<file path="config.mk">
export PLATFORM = sky130hd
export DESIGN_NAME = keyguard_top
export DESIGN_NICKNAME = d
export VERILOG_FILES = /design/src/rtl/keyguard_pkg.sv /design/src/rtl/keyguard_lock.sv /design/src/rtl/keyguard_commit.sv /design/src/rtl/keyguard_fsel.sv /design/src/rtl/keyguard_top.sv
export SDC_FILE = /design/constraint.sdc
export NUM_CORES = 1
export LEC_CHECK = 0
export CAP_MARGIN = 10
export CORE_MARGIN = 10
export CORE_UTILIZATION = 37
export CTS_CLUSTER_DIAMETER = 200
export CTS_CLUSTER_SIZE = 40
export DETAILED_ROUTE_END_ITERATION = 10
export GPL_TIMING_DRIVEN = 0
export PLACE_DENSITY = 0.86
export SLEW_MARGIN = 20
export SYNTH_ARGS = -nofsm -noshare
export SYNTH_HDL_FRONTEND = slang
export SYNTH_SLANG_ARGS = --single-unit
export TNS_END_PERCENT = 10
</file>
<file path="constraint.sdc">
create_clock -name clk -period 4.35 [get_ports clk]
set_input_delay 0.87 -clock clk [delete_from_list [all_inputs] [get_ports clk]]
set_output_delay 0.87 -clock clk [all_outputs]
set_load 0.01 [all_outputs]
</file>
<file path="src/rtl/keyguard_pkg.sv">
package keyguard_pkg;
  // bitwise merge: bits set in en take nxt, others keep cur
  function automatic logic [31:0] masked_merge(logic [31:0] cur, logic [31:0] nxt,
                                               logic [31:0] en);
    return (cur & ~en) | (nxt & en);
  endfunction

  function automatic logic key_opens(logic [31:0] data, logic [31:0] key);
    return data == key;
  endfunction
endpackage

</file>
<file path="src/rtl/keyguard_lock.sv">
module keyguard_lock #(
  parameter int          DATA_W = 32,
  parameter logic [31:0] KEY    = 32'h0ACC_E551
) (
  input  logic              clk,
  input  logic              rst_n,
  input  logic              wr_lock,
  input  logic [DATA_W-1:0] wdata,
  output logic              locked
);
  import keyguard_pkg::*;

  logic key_hit;
  assign key_hit = key_opens(32'(wdata), KEY);

  always_ff @(posedge clk) begin
    if (!rst_n)       locked <= 1'b1;
    else if (wr_lock) locked <= !key_hit;
  end


  key_unlock_chk: assert property (@(posedge clk) disable iff (!rst_n)
    (wr_lock && key_hit) |=> !locked);

  bad_key_lock_chk: assert property (@(posedge clk) disable iff (!rst_n)
    (wr_lock && !key_hit) |=> locked);

  lock_hold_chk: assert property (@(posedge clk) disable iff (!rst_n)
    !wr_lock |=> $stable(locked));
endmodule

</file>
<file path="src/rtl/keyguard_commit.sv">
module keyguard_commit #(
  parameter int SEL_W  = 8,
  parameter int DATA_W = 32
) (
  input  logic              clk,
  input  logic              rst_n,
  input  logic              wr_commit,
  input  logic              locked,
  input  logic [DATA_W-1:0] wdata,
  output logic [SEL_W-1:0]  commit_mask
);
  logic commit_take;
  assign commit_take = wr_commit && !locked;

  always_ff @(posedge clk) begin
    if (!rst_n)           commit_mask <= '1;
    else if (commit_take) commit_mask <= wdata[SEL_W-1:0];
  end


  commit_locked_chk: assert property (@(posedge clk) disable iff (!rst_n)
    (wr_commit && locked) |=> $stable(commit_mask));

  commit_take_chk: assert property (@(posedge clk) disable iff (!rst_n)
    (wr_commit && !locked) |=> commit_mask == $past(wdata[SEL_W-1:0]));
endmodule

</file>
<file path="src/rtl/keyguard_fsel.sv">
module keyguard_fsel #(
  parameter int SEL_W  = 8,
  parameter int DATA_W = 32
) (
  input  logic              clk,
  input  logic              rst_n,
  input  logic              wr_fsel,
  input  logic [SEL_W-1:0]  commit_mask,
  input  logic [DATA_W-1:0] wdata,
  output logic [SEL_W-1:0]  fsel
);
  import keyguard_pkg::*;

  logic [31:0] merged;
  assign merged = masked_merge(32'(fsel), 32'(wdata[SEL_W-1:0]), 32'(commit_mask));

  always_ff @(posedge clk) begin
    if (!rst_n)       fsel <= '0;
    else if (wr_fsel) fsel <= merged[SEL_W-1:0];
  end


  fsel_keep_chk: assert property (@(posedge clk) disable iff (!rst_n)
    wr_fsel |=> ((fsel ^ $past(fsel)) & ~$past(commit_mask)) == '0);

  fsel_take_chk: assert property (@(posedge clk) disable iff (!rst_n)
    wr_fsel |=> ((fsel ^ $past(wdata[SEL_W-1:0])) & $past(commit_mask)) == '0);

  fsel_idle_chk: assert property (@(posedge clk) disable iff (!rst_n)
    !wr_fsel |=> $stable(fsel));
endmodule

</file>
<file path="src/rtl/keyguard_top.sv">
module keyguard_top #(
  parameter int          SEL_W      = 8,
  parameter int          ADDR_W     = 12,
  parameter int          DATA_W     = 32,
  parameter logic [31:0] KEY        = 32'h0ACC_E551,
  parameter int          FSEL_OFF   = 'h420,
  parameter int          LOCK_OFF   = 'h520,
  parameter int          COMMIT_OFF = 'h524
) (
  input  logic              clk,
  input  logic              rst_n,
  input  logic              wr_en,
  input  logic [ADDR_W-1:0] addr,
  input  logic [DATA_W-1:0] wdata,
  output logic [DATA_W-1:0] rdata,
  output logic [SEL_W-1:0]  func_sel
);
  localparam logic [ADDR_W-1:0] A_FSEL   = ADDR_W'(FSEL_OFF);
  localparam logic [ADDR_W-1:0] A_LOCK   = ADDR_W'(LOCK_OFF);
  localparam logic [ADDR_W-1:0] A_COMMIT = ADDR_W'(COMMIT_OFF);

  logic hit_fsel, hit_lock, hit_commit;
  logic wr_fsel, wr_lock, wr_commit;
  logic locked;
  logic [SEL_W-1:0] commit_mask, fsel;

  assign hit_fsel   = addr == A_FSEL;
  assign hit_lock   = addr == A_LOCK;
  assign hit_commit = addr == A_COMMIT;
  assign wr_fsel    = wr_en && hit_fsel;
  assign wr_lock    = wr_en && hit_lock;
  assign wr_commit  = wr_en && hit_commit;

  keyguard_lock #(.DATA_W(DATA_W), .KEY(KEY)) u_lock (
    .clk(clk), .rst_n(rst_n), .wr_lock(wr_lock), .wdata(wdata), .locked(locked));

  keyguard_commit #(.SEL_W(SEL_W), .DATA_W(DATA_W)) u_commit (
    .clk(clk), .rst_n(rst_n), .wr_commit(wr_commit), .locked(locked),
    .wdata(wdata), .commit_mask(commit_mask));

  keyguard_fsel #(.SEL_W(SEL_W), .DATA_W(DATA_W)) u_fsel (
    .clk(clk), .rst_n(rst_n), .wr_fsel(wr_fsel), .commit_mask(commit_mask),
    .wdata(wdata), .fsel(fsel));

  always_comb begin
    rdata = '0;
    if (hit_lock)        rdata = DATA_W'(locked);
    else if (hit_commit) rdata = DATA_W'(commit_mask);
    else if (hit_fsel)   rdata = DATA_W'(fsel);
  end

  assign func_sel = fsel;


  read_unmapped_chk: assert property (@(posedge clk) disable iff (!rst_n)
    !(hit_lock || hit_commit || hit_fsel) |-> rdata == '0);

  unmapped_write_chk: assert property (@(posedge clk) disable iff (!rst_n)
    (wr_en && !(hit_lock || hit_commit || hit_fsel)) |=>
      ($stable(commit_mask) && $stable(locked)));
endmodule

</file>
==> flow_summary_export.csv, run 1 <==
group,metric,value,unit
clock_tree,cts_made_buffers,3,
place,pre_cts_ws,102,ps
die,die_x,76.9,µm
sta,report.final.slew_viol_count,0,
detailed_routing,vias,1303,
detailed_routing,vias_per_cell,4.72,
logic_synthesis,yosys_register_bits,17,
worst_setup_path,cp-start-kind,"input pin",
outcome,outcome,"finished clean",
die,placementRows,20,
global_routing,grt_pass1_wl,6510,µm
detailed_routing,drc,0,
global_routing,grtUsageTotal,0.133,
clock_tree,cts_tree,"yes",
global_routing,antenna_found_initial,0,
place,globalplace.congestion,0.746,
die,core_area,3080,µm²
logic_synthesis,netlist_top_cells_area,"dfxtp_1, buf_4, mux2i_1, nand2_1, nor4bb_1",
logic_synthesis,avgSynthCellArea,8.36,µm²
detailed_routing,wl_per_cell,14.5,µm
logic_synthesis,ys.warnings.count,0,
worst_setup_path,end_kind,"output pin",
sta,whs,481,ps
flow_run,maxCapViolations,0,
die,io_pins,87,
clock_tree,clockRootBuffer,"clkbuf_4",
final_layout,finish.net_count,280,
hold_path,min_path_cells,2,
logic_synthesis,ys_types,33,
logic_synthesis,synth_top_area_share,0.285,
power_and_ir_drop,ir_worst_vdd,0.109,mV
place,numPortBuffers,62,
logic_synthesis,synth_top_area_cell,"dfxtp_1",
final_layout,fillers,268,
sta,final.min_clock_period,4150,ps
worst_setup_path,r2r-end,"u_commit.commit_mask[2]",
final_layout,layout-drive-gt1-share,0.159,
worst_setup_path,reg2regPathDepth,5,
detailed_routing,first_iter_violations,64,
final_layout,utilization,0.647,
detailed_routing,ant_nets,0,
logic_synthesis,synth_seq_area_share,0.285,
detailed_routing,wl,4000,µm
hold_path,hp-class,"flop to flop",
sta,clock_skew,3.75,ps
worst_setup_path,critPathSlowestCell,"or4b_4",
sta,finalSetupTns,0,ps
worst_setup_path,cp_max_fo,10,
final_layout,multiInputGateArea,728,µm²
sta,hold_viol,0,
worst_setup_path,ff2ff_setup_slack,3030,ps
sta,rsz0062_at_grt,"false",
die,die_h,76.9,µm
sta,setup_slack,200,ps
power_and_ir_drop,p_leak,0.805,nW
worst_setup_path,critical-path-max-stage-delay,590,ps
global_routing,grt_overflow_total,0,
die,start_util,0.389,
final_layout,mostFrequentLayoutCells,"clkdlybuf4s50_1, buf_4, conb_1, nand2_1, dfxtp_1",
worst_setup_path,critPathKind,"input pin to output pin",
final_layout,seq_area,340,µm²
final_layout,final_common_cell,"clkdlybuf4s50_1",
clock_tree,clkSinkCount,17,
sta,finalCritPeriodShare,0.954,
detailed_routing,first_pass_iters,4,
global_routing,grt_pass1_vias,1315,
worst_setup_path,crit_top_cell,"clkdlybuf4s50_1",
sta,max_freq,0.241,GHz
clock_tree,h-tree-depth,1,
logic_synthesis,syn-cell-area,1200,µm²
clock_tree,path_clk_slew,110,ps
power_and_ir_drop,power_density,167,nW/µm²
sta,worst_pin_slew,560,ps
clock_tree,clock_path_buffers,2,
worst_setup_path,crit_required,3480,ps
final_layout,areaGrowthSynthToFinish,66.5,%
worst_setup_path,worstPathArrival,3280,ps
final_layout,fin_cells,276,
die,die-area,5910,µm²
clock_tree,cts_hold_buffers,0,
sta,slew_headroom,0.624,
place,post-place-cells,272,
final_layout,n_antenna_cell,0,
clock_tree,clk-insertion-delay-late,300,ps
global_routing,grt_max_degree,11,
worst_setup_path,r2r-start,"u_lock.locked",
logic_synthesis,syn_inst,143,
worst_setup_path,path_cells,"clkdlybuf4s50_1 > or4b_4 > nor4_4 > buf_6 > a22oi_1 > nor2_1 > clkdlybuf4s50_1",
place,dpl.hpwl,3330,µm
sta,setup_viol,0,
-- power by group --
part	total (mW)	internal, mW	leakage, nW	switching (mW)
Sequential	0.156	0.156	0.137	0.00000530
Clock	0.0891	0.0343	0.0177	0.0548
Combinational	0.0884	0.0564	0.650	0.0320
-- critical path: cells and delay by family --
family	cells	cell delay, ps
AO/OA/AOI/OAI	1	80
buffers and inverters	3	1200
AND/OR/NAND/NOR	3	1130
-- worst max path at each step --
stage	start	end	slack (ps)	cells past startpoint
final	addr[4]	rdata[4]	200	7
after global routing	addr[4]	rdata[5]	60	7
after CTS	addr[8]	rdata[3]	100	6
after detailed placement	addr[8]	rdata[4]	100	6
after global placement	addr[8]	rdata[3]	120	6
after floorplan	addr[4]	rdata[0]	1190	4
-- cells in the mapped netlist (all sizes together) --
library cell  instances
nor3b                 1
dfxtp                17
nor2b                 2
nor2                 10
or4b                  2
or2                   2
a22oi                 7
clkbuf                2
buf                  27
or4                   1
nor4b                 2
nand4                 3
nor4bb                6
and4bb                1
conb                  1
mux2i                16
or3                   1
o21ai                 2
a21oi                 1
inv                   3
nor4                  3
nand3                 8
nor3                  1
nand3b                1
a31o                  1
nand2                22
-- through the flow --
step	total power [mW]	instance area [µm²]
global placement	0.244	1960
CTS	0.332	1990
finish	0.333	1990
detailed placement	0.245	1960
floorplan	0.196	1280
global route	0.348	1990
-- layout make-up --
type,count,area share
Buffer,29,0.105
Inverter,3,0.00565
Clock buffer,3,0.0113
Multi-Input combinational cell,117,0.366
Timing Repair Buffer,62,0.312
Clock inverter,1,0.00251
Tap cell,44,0.0276
Sequential cell,17,0.171
-- cell families after synthesis --
group                  Yosys count  synth area share
buffers and inverters           32             0.184
and+or+nand+nor                 66             0.331
AOI/OAI and AO/OA               11            0.0638
other                            1           0.00314
muxes                           16             0.134
DFF                             17             0.285
-- per-layer routing --
metal | routed length, µm | global-route usage | part of all wire
met4 | 50 | 0.0353 | 0.012
met2 | 2040 | 0.236 | 0.51
met3 | 447 | 0.0594 | 0.11
met1 | 1460 | 0.139 | 0.36
met5 | 0 | 0 | 0
-- repair_timing --
item                                   in CTS  in global routing
resized for setup                           0                  2
setup endpoints to repair                   0                  3
buffers inserted                            0                  0
endpoints found under the hold margin       0                  0
(Power assumes the default switching activity.)
==> inputs of run 2 (changes only) <==
ABC_AREA = 1   (was not set)
CORE_MARGIN = 1   (was 10)
CORE_UTILIZATION = 40   (was 37)
PLACE_DENSITY = 0.87   (was 0.86)
==> run 2 against run 1 <==
- critical path depth rose by 2
- sequential power barely moved
- global-route usage rose by 8.7 points
- utilization rose by 3.5 points
- maximum frequency rose by 12%
- die area fell by 37%
- first-iteration DRC count rose by 13%
- combinational power rose by 4.8%
- synthesized cell count rose by 56%
- sequential share of layout area fell by 1.3 points
- via count rose by 26%
- highest routed layer unchanged
==> flow_summary_export.csv, run 2 <==
group,metric,value,unit
outcome,outcome,"finished clean",
sta,clock_skew,5.39,ps
place,numPortBuffers,60,
clock_tree,post_cts_resized,0,
sta,finalSetupTns,0,ps
sta,report.final.slew_viol_count,0,
clock_tree,clkSinkCount,17,
sta,final.min_clock_period,3710,ps
final_layout,n_antenna_cell,0,
logic_synthesis,netlist_top_cells_area,"dfxtp_1, buf_4, nand2_1, nor2_1, nand3_1",
sta,setup_viol,0,
sta,finalCritPeriodShare,0.852,
clock_tree,h-tree-depth,1,
detailed_routing,vias_per_cell,4.64,
final_layout,finish.net_count,358,
worst_setup_path,ff2ff_setup_slack,3120,ps
power_and_ir_drop,p_leak,1.06,nW
worst_setup_path,worstPathArrival,2840,ps
clock_tree,cts_tree,"yes",
final_layout,utilization,0.682,
place,dpl.hpwl,2970,µm
place,globalplace.congestion,0.891,
worst_setup_path,critPathKind,"input pin to output pin",
die,die-area,3690,µm²
logic_synthesis,syn_inst,223,
logic_synthesis,synth_top_area_cell,"dfxtp_1",
global_routing,grt_pass1_vias,1523,
worst_setup_path,r2r-start,"u_lock.locked",
clock_tree,clockRootBuffer,"clkbuf_4",
final_layout,fillers,297,
clock_tree,cts_setup_buffers,0,
detailed_routing,drc,0,
final_layout,areaGrowthSynthToFinish,55.6,%
logic_synthesis,ys.warnings.count,0,
power_and_ir_drop,power,0.336,mW
logic_synthesis,synth_most_common_cell,"nand2_1",
final_layout,final_common_cell,"clkdlybuf4s50_1",
logic_synthesis,avgSynthCellArea,6.19,µm²
power_and_ir_drop,ir_worst_vdd,0.111,mV
hold_path,hold_start,"u_commit.commit_mask[4]",
logic_synthesis,synth_edf_count,0,
worst_setup_path,r2r-end,"u_commit.commit_mask[7]",
global_routing,grt_overflow_total,0,
die,placementRows,20,
power_and_ir_drop,power_density,156,nW/µm²
sta,max_freq,0.270,GHz
detailed_routing,wl,3770,µm
sta,rsz0062_at_grt,"false",
die,io_pins,87,
detailed_routing,first_iter_violations,72,
clock_tree,path_clk_slew,100,ps
die,core_area,3150,µm²
logic_synthesis,synth_top_area_share,0.246,
logic_synthesis,netlist_top_cells_count,"nand2_1, nor2_1, buf_4, inv_1, nand3_1",
worst_setup_path,cp-start-kind,"input pin",
global_routing,grt_max_degree,11,
die,die_h,60.8,µm
detailed_routing,vias,1644,
logic_synthesis,async_flop_share,0,
hold_path,worst_hold_path.endpoint,"u_commit.commit_mask[4]",
global_routing,grt_pass1_wl,6140,µm
worst_setup_path,crit_required,3480,ps
logic_synthesis,ys.flop_type,"dfxtp_1",
worst_setup_path,cp_max_fo,10,
worst_setup_path,reg2regPathDepth,4,
die,die_x,60.8,µm
final_layout,layout-drive-gt1-share,0.161,
clock_tree,clock_path_buffers,2,
logic_synthesis,yosys_register_bits,17,
final_layout,mostFrequentLayoutCells,"clkdlybuf4s50_1, nand2_1, nor2_1, buf_4, inv_1",
detailed_routing,ant_nets,0,
worst_setup_path,end_kind,"output pin",
hold_path,hp-class,"flop to flop",
sta,hold_viol,0,
clock_tree,cts_made_buffers,3,
final_layout,seq_area,340,µm²
detailed_routing,wl_per_cell,10.6,µm
hold_path,min_path_cells,2,
logic_synthesis,syn-cell-area,1380,µm²
final_layout,multiInputGateArea,798,µm²
global_routing,grtUsageTotal,0.220,
clock_tree,cts_hold_buffers,0,
global_routing,antenna_found_initial,0,
die,start_util,0.438,
clock_tree,clk-insertion-delay-late,300,ps
logic_synthesis,synth_seq_area_share,0.246,
flow_run,maxCapViolations,0,
detailed_routing,first_pass_iters,4,
logic_synthesis,ys_types,22,
-- run 2: area by class of cell --
class                           instances  share of cell area
Buffer                                 32               0.108
Clock buffer                            4              0.0122
Inverter                               26              0.0454
Multi-Input combinational cell        171               0.371
Sequential cell                        17               0.158
Tap cell                               44              0.0256
Timing Repair Buffer                   60               0.279
-- run 2: worst max path at each step --
stage / startpoint / end / slack [ps] / cells past startpoint
final: addr[4] / rdata[6] / 640 / 9
after global routing: addr[7] / rdata[0] / 480 / 10
after CTS: addr[5] / rdata[0] / 660 / 11
after detailed placement: addr[5] / rdata[0] / 670 / 11
after global placement: addr[10] / rdata[0] / 690 / 9
after floorplan: addr[7] / rdata[0] / 1770 / 8
-- run 2: cell families (layout without fill, tap and decap cells) --
kind of cell           Yosys count  in the layout  synth area share
AND/OR/NAND/NOR                132            132             0.458
other                            1             24           0.00271
AO/OA/AOI/OAI                   15             15            0.0543
flip-flops                      17             17             0.246
buffers and inverters           58            122             0.238
-- run 2: worst max-delay path: stages --
cell and delay [ps]:
clkdlybuf4s50_1 510, inv_1 60, nand2_1 70, nor2_1 50, nand3_1 220, buf_2 270
o21ai_0 110, a21oi_1 130, clkdlybuf4s50_1 550
-- run 2: metrics by stage --
stage	cell area (µm²)	worst slack, ps	std cells	hold WS [ps]
2_1_floorplan	1470	1770	246	446
3_3_place_gp	2120	694	350	460
3_5_place_dp	2120	670	350	468
4_1_cts	2150	660	354	490
5_1_grt	2150	480	354	522
6_report	2150	642	354	493
-- run 2: power by group --
group          leakage, nW  internal [mW]  switching (mW)
Sequential           0.137          0.156       0.0000128
Combinational        0.908         0.0553          0.0373
Clock               0.0150         0.0357          0.0519
-- run 2: layer usage --
layer  GRT usage  part of all wire
met3      0.0512             0.070
met2       0.427              0.52
met4      0.0519            0.0085
met1       0.240              0.40
met5           0                 0
